$ cat config.mk
export PLATFORM = sky130hd
export DESIGN_NAME = txdma_ring_chan
export DESIGN_NICKNAME = d
export VERILOG_FILES = /design/src/rtl/txdma_pkg.sv /design/src/rtl/txdma_regs.sv /design/src/rtl/txdma_lane.sv /design/src/rtl/txdma_engine.sv /design/src/rtl/txdma_ring_chan.sv
export SDC_FILE = /design/constraint.sdc
export NUM_CORES = 1
export LEC_CHECK = 0
export BUFFER_PORTS_ARGS = -buffer_cell sky130_fd_sc_hd__buf_2
export CORE_MARGIN = 2
export CORE_UTILIZATION = 25
export DETAILED_ROUTE_END_ITERATION = 6
export PLACE_DENSITY = 0.42
export SYNTH_ARGS = -nofsm -noshare
export SYNTH_HDL_FRONTEND = slang
export SYNTH_SLANG_ARGS = --single-unit
$ cat constraint.sdc
create_clock -name clk -period 5.6 [get_ports clk]
set_input_delay 0.84 -clock clk [delete_from_list [all_inputs] [get_ports clk]]
set_output_delay 0.84 -clock clk [all_outputs]
set_load 0.02 [all_outputs]
$ cat src/rtl/txdma_pkg.sv
package txdma_pkg;

  localparam int AW    = 32;
  localparam int DW    = 32;
  localparam int CNT_W = 16;
  localparam int OFF_W = 5;

  typedef struct packed {
    logic             owned;
    logic             cmpl;
    logic             sof;
    logic             eof;
    logic [OFF_W-1:0] boff;
    logic [6:0]       rsvd;
    logic [CNT_W-1:0] count;
  } tx_stat_t;

  typedef enum logic [3:0] {
    E_IDLE, E_ST_REQ, E_ST_WAIT, E_PT_REQ, E_PT_WAIT,
    E_DAT_REQ, E_DAT_WAIT, E_STREAM, E_WB_REQ, E_NEXT
  } eng_state_e;

  function automatic logic [AW-1:0] slot_addr(logic [AW-1:0] base, logic [AW-1:0] idx,
                                              logic ptr_word);
    return base + (idx << 3) + (ptr_word ? 32'd4 : 32'd0);
  endfunction

  function automatic logic [AW-1:0] next_slot(logic [AW-1:0] idx, logic [AW-1:0] n);
    return ((idx + 32'd1) >= n) ? 32'd0 : idx + 32'd1;
  endfunction

  function automatic tx_stat_t retire(tx_stat_t s);
    tx_stat_t r;
    r       = s;
    r.owned = 1'b0;
    r.cmpl  = 1'b1;
    return r;
  endfunction

  function automatic logic [AW-1:0] first_byte(logic [AW-1:0] ptr, logic [OFF_W-1:0] off);
    return ptr + AW'(off);
  endfunction

  function automatic logic [AW-1:0] word_of(logic [AW-1:0] a);
    return {a[AW-1:2], 2'b00};
  endfunction

  function automatic logic [7:0] lane_pick(logic [DW-1:0] w, logic [1:0] sel);
    return w[{sel, 3'b000} +: 8];
  endfunction

endpackage

$ cat src/rtl/txdma_regs.sv
module txdma_regs
  import txdma_pkg::*;
#(
  parameter int IDX_W = 8
) (
  input  logic             clk,
  input  logic             rst_n,
  input  logic             reg_we,
  input  logic [1:0]       reg_addr,
  input  logic [DW-1:0]    reg_wdata,
  output logic [DW-1:0]    reg_rdata,
  input  logic             eng_idle,
  input  logic             ev_stop,
  output logic [AW-1:0]    ring_base,
  output logic [IDX_W-1:0] ring_len,
  output logic             chan_en,
  output logic             idx_clear
);

  logic wr_base, wr_len, wr_ctrl;

  assign wr_base   = reg_we && (reg_addr == 2'd0);
  assign wr_len    = reg_we && (reg_addr == 2'd1);
  assign wr_ctrl   = reg_we && (reg_addr == 2'd2);
  assign idx_clear = wr_ctrl && reg_wdata[1] && eng_idle;

  always_ff @(posedge clk) begin
    if (!rst_n) begin
      ring_base <= '0;
      ring_len  <= '0;
      chan_en   <= 1'b0;
    end else begin
      if (wr_base) ring_base <= {reg_wdata[AW-1:3], 3'b000};
      if (wr_len)  ring_len  <= reg_wdata[IDX_W-1:0];
      if (wr_ctrl && !reg_wdata[1]) chan_en <= reg_wdata[0];
      else if (idx_clear)           chan_en <= 1'b0;
      else if (ev_stop)             chan_en <= 1'b0;
    end
  end

  always_comb begin
    case (reg_addr)
      2'd0:    reg_rdata = ring_base;
      2'd1:    reg_rdata = {{(DW-IDX_W){1'b0}}, ring_len};
      2'd2:    reg_rdata = {{(DW-1){1'b0}}, chan_en};
      default: reg_rdata = '0;
    endcase
  end

  assert_stop_clears_en_R2: assert property (@(posedge clk) disable iff (!rst_n)
    (ev_stop && !wr_ctrl) |=> !chan_en);

  assert_clear_disables_R8: assert property (@(posedge clk) disable iff (!rst_n)
    idx_clear |=> !chan_en);

endmodule

$ cat src/rtl/txdma_lane.sv
module txdma_lane
  import txdma_pkg::*;
(
  input  logic             clk,
  input  logic             rst_n,
  input  logic             load,
  input  logic [AW-1:0]    load_addr,
  input  logic [CNT_W-1:0] load_cnt,
  input  logic             load_sof,
  input  logic             load_eof,
  input  logic             word_vld,
  input  logic [DW-1:0]    word_in,
  input  logic             tx_ready,
  output logic             tx_valid,
  output logic [7:0]       tx_data,
  output logic             tx_sop,
  output logic             tx_eop,
  output logic             need_word,
  output logic             seg_done,
  output logic [AW-1:0]    fetch_addr
);

  logic [AW-1:0]    cur_addr;
  logic [CNT_W-1:0] remain;
  logic [DW-1:0]    word_q;
  logic             have, first, sof_f, eof_f;
  logic             fire, last_b, wrap_b;

  assign fire       = have && tx_ready;
  assign last_b     = (remain == CNT_W'(1));
  assign wrap_b     = (cur_addr[1:0] == 2'd3);
  assign seg_done   = fire && last_b;
  assign need_word  = fire && !last_b && wrap_b;
  assign fetch_addr = word_of(cur_addr);

  assign tx_valid = have;
  assign tx_data  = lane_pick(word_q, cur_addr[1:0]);
  assign tx_sop   = have && sof_f && first;
  assign tx_eop   = have && eof_f && last_b;

  always_ff @(posedge clk) begin
    if (!rst_n) begin
      cur_addr <= '0;
      remain   <= '0;
      word_q   <= '0;
      have     <= 1'b0;
      first    <= 1'b0;
      sof_f    <= 1'b0;
      eof_f    <= 1'b0;
    end else if (load) begin
      cur_addr <= load_addr;
      remain   <= load_cnt;
      first    <= 1'b1;
      sof_f    <= load_sof;
      eof_f    <= load_eof;
      have     <= 1'b0;
    end else if (word_vld) begin
      word_q <= word_in;
      have   <= 1'b1;
    end else if (fire) begin
      cur_addr <= cur_addr + 32'd1;
      remain   <= remain - CNT_W'(1);
      first    <= 1'b0;
      if (last_b || wrap_b) have <= 1'b0;
    end
  end

  assert_stall_hold_R9: assert property (@(posedge clk) disable iff (!rst_n)
    (tx_valid && !tx_ready) |=> (tx_valid && $stable(tx_data) && $stable(tx_sop) && $stable(tx_eop)));

  assert_done_drops_valid_R3: assert property (@(posedge clk) disable iff (!rst_n)
    seg_done |=> !tx_valid);

endmodule

$ cat src/rtl/txdma_engine.sv
module txdma_engine
  import txdma_pkg::*;
#(
  parameter int IDX_W = 8
) (
  input  logic             clk,
  input  logic             rst_n,
  input  logic [AW-1:0]    ring_base,
  input  logic [IDX_W-1:0] ring_len,
  input  logic             chan_en,
  input  logic             idx_clear,
  output logic             eng_idle,
  output logic             ev_stop,
  output logic             mem_req,
  output logic             mem_we,
  output logic [AW-1:0]    mem_addr,
  output logic [DW-1:0]    mem_wdata,
  input  logic             mem_gnt,
  input  logic             mem_rvalid,
  input  logic [DW-1:0]    mem_rdata,
  output logic             ev_load,
  output logic [AW-1:0]    load_addr,
  output logic [CNT_W-1:0] load_cnt,
  output logic             load_sof,
  output logic             load_eof,
  output logic             word_vld,
  input  logic             need_word,
  input  logic             seg_done,
  input  logic [AW-1:0]    fetch_addr
);

  eng_state_e       st;
  tx_stat_t         stat_q, rd_stat;
  logic [IDX_W-1:0] idx;
  logic             ev_retire;

  assign rd_stat   = tx_stat_t'(mem_rdata);
  assign eng_idle  = (st == E_IDLE);
  assign ev_stop   = (st == E_ST_WAIT) && mem_rvalid && !rd_stat.owned;
  assign ev_load   = (st == E_PT_WAIT) && mem_rvalid;
  assign word_vld  = (st == E_DAT_WAIT) && mem_rvalid;
  assign ev_retire = (st == E_WB_REQ) && mem_gnt;
  assign load_addr = first_byte(mem_rdata, stat_q.boff);
  assign load_cnt  = stat_q.count;
  assign load_sof  = stat_q.sof;
  assign load_eof  = stat_q.eof;

  assign mem_req   = (st == E_ST_REQ) || (st == E_PT_REQ) || (st == E_DAT_REQ) || (st == E_WB_REQ);
  assign mem_we    = (st == E_WB_REQ);
  assign mem_wdata = retire(stat_q);

  always_comb begin
    case (st)
      E_PT_REQ:  mem_addr = slot_addr(ring_base, AW'(idx), 1'b1);
      E_DAT_REQ: mem_addr = fetch_addr;
      default:   mem_addr = slot_addr(ring_base, AW'(idx), 1'b0);
    endcase
  end

  always_ff @(posedge clk) begin
    if (!rst_n) begin
      st     <= E_IDLE;
      stat_q <= '0;
      idx    <= '0;
    end else begin
      case (st)
        E_IDLE: begin
          if (idx_clear)    idx <= '0;
          else if (chan_en) st  <= E_ST_REQ;
        end
        E_ST_REQ:  if (mem_gnt) st <= E_ST_WAIT;
        E_ST_WAIT: begin
          if (mem_rvalid) begin
            stat_q <= rd_stat;
            st     <= rd_stat.owned ? E_PT_REQ : E_IDLE;
          end
        end
        E_PT_REQ:  if (mem_gnt) st <= E_PT_WAIT;
        E_PT_WAIT: begin
          if (mem_rvalid) st <= (stat_q.count == '0) ? E_WB_REQ : E_DAT_REQ;
        end
        E_DAT_REQ:  if (mem_gnt) st <= E_DAT_WAIT;
        E_DAT_WAIT: if (mem_rvalid) st <= E_STREAM;
        E_STREAM: begin
          if (seg_done)       st <= E_WB_REQ;
          else if (need_word) st <= E_DAT_REQ;
        end
        E_WB_REQ: if (mem_gnt) st <= E_NEXT;
        E_NEXT: begin
          idx <= IDX_W'(next_slot(AW'(idx), AW'(ring_len)));
          st  <= chan_en ? E_ST_REQ : E_IDLE;
        end
        default: st <= E_IDLE;
      endcase
    end
  end

  assert_retire_owned_R5: assert property (@(posedge clk) disable iff (!rst_n)
    ev_retire |-> stat_q.owned);

  assert_idx_step_R6: assert property (@(posedge clk) disable iff (!rst_n)
    (idx != $past(idx)) |-> ((idx == '0) || (idx == $past(idx) + IDX_W'(1))));

  assert_no_data_unowned_R2: assert property (@(posedge clk) disable iff (!rst_n)
    ev_stop |=> !mem_req);

endmodule

$ cat src/rtl/txdma_ring_chan.sv
module txdma_ring_chan
  import txdma_pkg::*;
#(
  parameter int IDX_W = 8
) (
  input  logic          clk,
  input  logic          rst_n,
  input  logic          reg_we,
  input  logic [1:0]    reg_addr,
  input  logic [31:0]   reg_wdata,
  output logic [31:0]   reg_rdata,
  output logic          mem_req,
  output logic          mem_we,
  output logic [31:0]   mem_addr,
  output logic [31:0]   mem_wdata,
  input  logic          mem_gnt,
  input  logic          mem_rvalid,
  input  logic [31:0]   mem_rdata,
  output logic          tx_valid,
  input  logic          tx_ready,
  output logic [7:0]    tx_data,
  output logic          tx_sop,
  output logic          tx_eop
);

  logic [AW-1:0]    ring_base;
  logic [IDX_W-1:0] ring_len;
  logic             chan_en, idx_clear, eng_idle, ev_stop;
  logic             ev_load, load_sof, load_eof, word_vld, need_word, seg_done;
  logic [AW-1:0]    load_addr, fetch_addr;
  logic [CNT_W-1:0] load_cnt;

  txdma_regs #(.IDX_W(IDX_W)) u_regs (
    .clk(clk), .rst_n(rst_n), .reg_we(reg_we), .reg_addr(reg_addr),
    .reg_wdata(reg_wdata), .reg_rdata(reg_rdata), .eng_idle(eng_idle),
    .ev_stop(ev_stop), .ring_base(ring_base), .ring_len(ring_len),
    .chan_en(chan_en), .idx_clear(idx_clear)
  );

  txdma_engine #(.IDX_W(IDX_W)) u_engine (
    .clk(clk), .rst_n(rst_n), .ring_base(ring_base), .ring_len(ring_len),
    .chan_en(chan_en), .idx_clear(idx_clear), .eng_idle(eng_idle),
    .ev_stop(ev_stop), .mem_req(mem_req), .mem_we(mem_we),
    .mem_addr(mem_addr), .mem_wdata(mem_wdata), .mem_gnt(mem_gnt),
    .mem_rvalid(mem_rvalid), .mem_rdata(mem_rdata), .ev_load(ev_load),
    .load_addr(load_addr), .load_cnt(load_cnt), .load_sof(load_sof),
    .load_eof(load_eof), .word_vld(word_vld), .need_word(need_word),
    .seg_done(seg_done), .fetch_addr(fetch_addr)
  );

  txdma_lane u_lane (
    .clk(clk), .rst_n(rst_n), .load(ev_load), .load_addr(load_addr),
    .load_cnt(load_cnt), .load_sof(load_sof), .load_eof(load_eof),
    .word_vld(word_vld), .word_in(mem_rdata), .tx_ready(tx_ready),
    .tx_valid(tx_valid), .tx_data(tx_data), .tx_sop(tx_sop),
    .tx_eop(tx_eop), .need_word(need_word), .seg_done(seg_done),
    .fetch_addr(fetch_addr)
  );

  assert_port_exclusive_R3: assert property (@(posedge clk) disable iff (!rst_n)
    $onehot0({mem_req, tx_valid}));

endmodule

# ---- Yosys cells after proc, flatten, opt, wreduce, memory -nomap -nowiden
# Index checks and enable logic that the tools add are counted.
dict set report classes {
  bitwise 2
  addsub 6
  magnitude_cmp 1
  n_reduce_logical 40
  n_shift 1
  n_eq_ne 25
  n_mux 35
}
# cell count
set op_table {}
lappend op_table {{two-way mux 32 bit} 3}
lappend op_table {{one-hot mux 32 bit (3 select lines)} 1}
lappend op_table {{one-hot mux 32 bit (2 select lines)} 1}
lappend op_table {{two-way mux 16 bit} 3}
lappend op_table {{two-way mux 4 bit} 12}
lappend op_table {{one-hot mux 4 bit (10 select lines)} 1}
lappend op_table {{adder 32 x 1 -> 32 bit, second input constant} 1}
lappend op_table {{adder 32 x 11 -> 32 bit} 1}
lappend op_table {{adder 32 x 3 -> 32 bit, second input constant} 1}
lappend op_table {{adder 32 x 5 -> 32 bit} 1}
lappend op_table {{variable part select 32 x 6 -> 8 bit} 1}
lappend op_table {{!= test 2 bit, second input constant} 10}
lappend op_table {{logical AND 1 bit} 18}
lappend op_table {{== test 16 x 1 -> 1 bit, second input constant} 1}
lappend op_table {{== test 4 x 3 -> 1 bit, second input constant} 4}
lappend op_table {{zero test 16 bit} 1}
lappend op_table {{two-way mux 8 bit} 2}
lappend op_table {{one-hot mux 8 bit (2 select lines)} 1}
lappend op_table {{subtractor 16 x 1 -> 16 bit, second input constant} 1}
lappend op_table {{two-way mux 1 bit} 10}
lappend op_table {{AND reduction 10 bit} 1}
lappend op_table {{AND reduction 2 bit} 5}
lappend op_table {{adder 8 x 1 -> 9 bit, second input constant} 1}
lappend op_table {{greater-or-equal comparator 9 x 8 -> 1 bit} 1}
lappend op_table {{other kinds (16)} 28}
dict set report totals {
  elab_cells 127
  reg_bits 164
  in_bits 72
  out_inout_bits 109
}

# ---- Logic depth before layout (Yosys ltp)
dict set report logic_depth {
  depth_word 7
  mapped_depth 9
  ltp_nobuf 9
}

# ---- Hierarchy
# From an unflattened synthesis, not the netlist that was laid out.
dict set report unflattened {
  hier_cells 1452
  hier_area_um2 11310.8
}
# mod n_inst area_per_inst_um2 cells_per_inst seq_area_each_um2
set by_module_without_submodules {}
lappend by_module_without_submodules {txdma_engine 1 5143.7 706 840.8}
lappend by_module_without_submodules {txdma_lane 1 4376.7 525 1681.6}
lappend by_module_without_submodules {txdma_regs 1 1790.5 221 760.7}

# ---- Worst setup path before layout
# OpenSTA, ideal clock, no wires.
dict set report synth_path {
  path_type {reg-to-output}
  startpoint {register u_engine.idx[0]}
  endpoint {output mem_addr[19]}
  setup_slack_ns 2.423
  t_required_ns 4.760
  t_arrival_ns 2.337
  path_buffers 1
  stages_incl_launch_ff 9
  cell_sequence {dfxtp_1 > ha_1 > fa_1 > a211oi_1 > o211ai_1 > nand3_1 > clkbuf_1 > xor2_1 > o21ai_0}
}
dict set report synth_between {
  elab_chain_cells 3
}
# item line_no
set synth_lines {}
lappend synth_lines {{start: declaration} txdma_engine.sv:34} ;# logic [IDX_W-1:0] idx;
lappend synth_lines {{start signal: assignment} txdma_engine.sv:90} ;# idx <= IDX_W'(next_slot(AW'(idx), AW'(ring_len)));
lappend synth_lines {{adder 32 x 11 -> 32 bit *} txdma_pkg.sv:25} ;# return base + (idx << 3) + (ptr_word ? 32'd4 : 32'd0);
lappend synth_lines {{adder 32 x 3 -> 32 bit} txdma_pkg.sv:25}
lappend synth_lines {{one-hot mux 32 bit (2 select lines) *} txdma_engine.sv:53} ;# case (st)
lappend synth_lines {{end: declaration} txdma_ring_chan.sv:14} ;# output logic [31:0] mem_addr,
# Every way passes the cells marked *; elsewhere a longest branch is shown, timed or not.

# ---- Worst setup path in the final report
dict set report layout_path {
  startpoint {register u_engine.idx[0]}
  endpoint {output mem_addr[27]}
}
# Same word-level chain as after synthesis.

==> results list <==
- Flip-flop and latch count after synthesis: 164
- DRC: 0
- Data on the critical path is required at its endpoint by 4.76 ns.
* CTS max path bufs: 2
- Detailed routing inserted a total of 10125 vias.
* Avg WL per Cell: 19.3 um
- Final period util: 71.6%
- Sequential-to-total area share from yosys stat: 32.9%
- Critical-path cell with the highest stage delay: or4_1
* CP Class: register to primary output
- Number of distinct library cells after synthesis: 77
- Min-delay worst type: register to register
- For this run the aggregate overflow at the end of global routing stands at 0.
* Transition at the pin with the smallest max-transition slack: 1.22 ns
- The count of endpoints failing hold in the final timing report is 0.
- The initial antenna violation count came to 0.
- Critical path buffer and inverter count: 1
- Hold repair after CTS inserted 0 buffers.
* # resized after CTS: 0
* Most instantiated flip-flop cell in the synthesis netlist: dfxtp_1
- Max Cap Violations: 0
- Sequential share of power: 41.8%
* Net Sw Frac: 31.2%
- Library cell used as clock root buffer: clkbuf_16
- On the final layout, the worst hold slack is 0.455 ns.
- Post-route total power: 0.00298 W
- Cell area after synthesis: 9990 um^2
- Top post-synthesis cells by count: nand2_1, dfxtp_1, a21oi_1
- Count of H-tree levels built during CTS: 4
- The net count of the finished layout is 1541.
* Kind of start point of the critical path: register
* X dimension of the die: 204 um
- Final setup TNS: 0 ns
- Timing would allow up to 249 MHz.
* EDFF count, synth: 0
- Summed over its instances, the top area cell type makes up 32.9% of the synthesized netlist area.
* Weighted congestion reported at the end of routability-driven placement: 0.843
- Most used standard cell by instance count after synthesis: nand2_1
* Highest net fanout along the worst path: 13
* Insertion delay of the later-clocked pin in the worst-skew pair: 0.46 ns
- In this run the core area contains 73 standard-cell rows.
* Detailed placement HPWL: 27.8 mm
- Cells traversed along the worst timing path: ha_1 -> fa_1 -> a211oi_1 -> o211ai_1 -> nand3_1 -> or4_1 -> o211ai_1 -> buf_2
- The clock network burns 42.5% of the power.
- Setup violations remaining at the end of the flow were counted as 0.
- Largest cells by area after synthesis: dfxtp_1, nand2_1, a21oi_1
* Routed vias/inst: 5.11
- In this run the tightest slew margin relative to its limit is 19.0%.
* Final cell count without fillers: 1982
- In this run the number of cells on the critical path is 8.
- WHS Path Cells: 2
- Setup skew after layout: 0.0128 ns
- Post-CTS timing repair inserted 0 buffers for setup.
* Max rail drop VDD: 0.215 mV
- Setup repair after global routing left no endpoint under its margin.
* Share of cells above drive strength 1: 17.9%
- Switching power: 0.000930 W
* Maximum number of pins on one net before global-route repair: 71
- Number of max-slew violations in the final report: 0
- The internal power of the cells totals 0.00205 W.
- Compared with the post-synthesis result, the final layout area differs by 18.9%.
- Grouping stages by cell kind, the critical path spends the most delay in simple AND/OR/NAND/NOR gates.
- Synthesis handed over a netlist of 1326 instances.
- Lkg Pwr: 4.53 nW
- Comb power frac: 15.6%
- Inserted Clock Buffers: 17
- Port buffering added 176 buffers.
- TritonCTS built the clock tree.
* Die footprint: 41600 um^2
- Number of placed instances with taps included: 1948
- Final WL: 38.3 mm
* Critical Path Sink Type: primary output
* Arrival time worst endpoint: 3.17 ns
* Critical Path Max Stage Delay: 0.59 ns
- The flow ran to the end, and the final reports show no timing, DRC or antenna violations.
* Count of cells along the worst register-to-register path: 6
* Fraction of synthesis flops using an asynchronous set or reset pin: 0%
* Register clock-pin slew on the reported worst setup and hold paths: 0.08 ns
- For this run, the share of the core covered by cells in the final layout is 30.0%.
- The first global-routing pass estimated 57.7 mm of wire.
* Fin crit period: 4.01 ns
- From bottom edge to top edge, the die measures 204 um.
- Post-synth top area cell: dfxtp_1
* Number of top-level pins: 181
- Mean instance size in the synthesized netlist: 7.54 um^2
* Cell Pwr Density: 251 nW/um^2
* Total global routing track utilization: 18.2%
- Vias in the first global route: 9369
* Initial DRT Pass Iterations: 7
* Remaining antenna violation count after routing: 0
- For this configuration, the core starts out at a cell density of 25.3%.
- Clk sink count: 164
* Total of warnings raised by yosys: 0
* Std-Cell Core Area: 39500 um^2
- After the first detailed-routing iteration, the DRC count stood at 723.
- The cell that appears most often on the critical path is o211ai_1.
==> worst register-to-register path, cell delays in order (launching register included) <==
cell and delay [ns]:
dfxtp_1 0.84, ha_1 0.38, nand4_1 0.30, nor3_2 0.79, nand4_1 0.19, mux2_2 0.30
a211oi_1 0.18
==> metrics by stage <==
| step | setup slack (ns) | area, um^2 |
|---|---|---|
| floorplan | 2.42 | 10000 |
| global placement | 2.14 | 11300 |
| detailed placement | 2.10 | 11300 |
| CTS | 1.60 | 11900 |
| global route | 1.41 | 11900 |
| finish | 1.59 | 11900 |
==> layout by cell type, fill, tap and decap left out, types with 6 or more instances in the layout <==
| master | instances |
|---|---|
| nand2_1 | 285 |
| buf_2 | 176 |
| dfxtp_1 | 164 |
| a21oi_1 | 139 |
| nor2_1 | 65 |
| nand3_1 | 60 |
| o21ai_0 | 37 |
| xnor2_1 | 35 |
| and2_1 | 35 |
| nand4_1 | 34 |
| nor3_1 | 28 |
| ha_1 | 25 |
| inv_1 | 23 |
| o211ai_1 | 22 |
| xor2_1 | 19 |
| nor4_1 | 19 |
| or3_1 | 18 |
| a211oi_1 | 17 |
| clkbuf_16 | 17 |
| mux2i_1 | 16 |
| a31oi_1 | 14 |
| buf_4 | 13 |
| mux2_2 | 12 |
| a21o_1 | 11 |
| and3_1 | 11 |
| and4_1 | 8 |
| mux4_2 | 8 |
| o22ai_1 | 8 |
| nand2b_1 | 7 |
| or4_1 | 7 |
| nand3b_1 | 7 |
| o211a_1 | 6 |
| nor2b_1 | 6 |
| o21a_1 | 6 |
==> sequential cells by signal, indices dropped and copies added, names as in the netlist, 4 cells and up <==
name	cells
u_engine.idx	8
u_engine.load_cnt	16
u_engine.mem_wdata	12
u_engine.st	4
u_lane.cur_addr	32
u_lane.remain	16
u_lane.word_q	32
u_regs.ring_base	29
u_regs.ring_len	8
==> layer usage <==
metal | GRT usage, % | share of wire (%) | wire (um) | up-vias
li1 | - | - | - | 4956
met2 | 28.8 | 45 | 17100 | 304
met4 | 4.48 | 1.4 | 550 | 0
met1 | 25.3 | 48 | 18400 | 4836
met3 | 3.57 | 5.9 | 2260 | 29
met5 | 0 | 0 | 0 | -
==> cells by family (layout without fill, tap and decap cells) <==
| logic type | after synthesis | count (layout) | synth area share (%) |
|---|---|---|---|
| simple gates | 623 | 623 | 30.4 |
| compound gates | 302 | 302 | 18.9 |
| flops | 164 | 164 | 32.9 |
| buf+inv | 118 | 245 | 4.80 |
| xor+xnor | 54 | 54 | 4.73 |
| mux | 36 | 36 | 4.76 |
| fa+ha+maj | 27 | 27 | 3.53 |
| other cells | 2 | 6 | 0.0752 |
==> path summary, 6_finish.rpt <==
path                       from                   to  slack (ns)
min           u_lane.word_q[15]    u_lane.word_q[15]        0.45
max             u_engine.idx[0]         mem_addr[27]        1.59
max reg2reg  u_lane.cur_addr[0]  u_lane.cur_addr[10]        2.52
min reg2reg   u_lane.word_q[15]    u_lane.word_q[15]        0.45
==> power groups by stage <==
stage	registers [W]	clock network, W	logic (W)
5_1_grt	0.00125	0.00135	0.000510
2_1_floorplan	0.00126	0	0.000300
3_5_place_dp	0.00127	0	0.000469
6_report	0.00125	0.00127	0.000467
4_1_cts	0.00125	0.00131	0.000470
3_3_place_gp	0.00127	0	0.000471
==> final cells by class <==
class	instances	area, um^2
multi-input combinational	1046	6250
clock inverter	13	163
timing repair buffer	189	978
antenna	2	5.00
sequential	164	3280
inverter	24	92.6
tap	525	657
fill	4336	27700
clock buffer	19	453
Power figures use the tool's default switching activity.
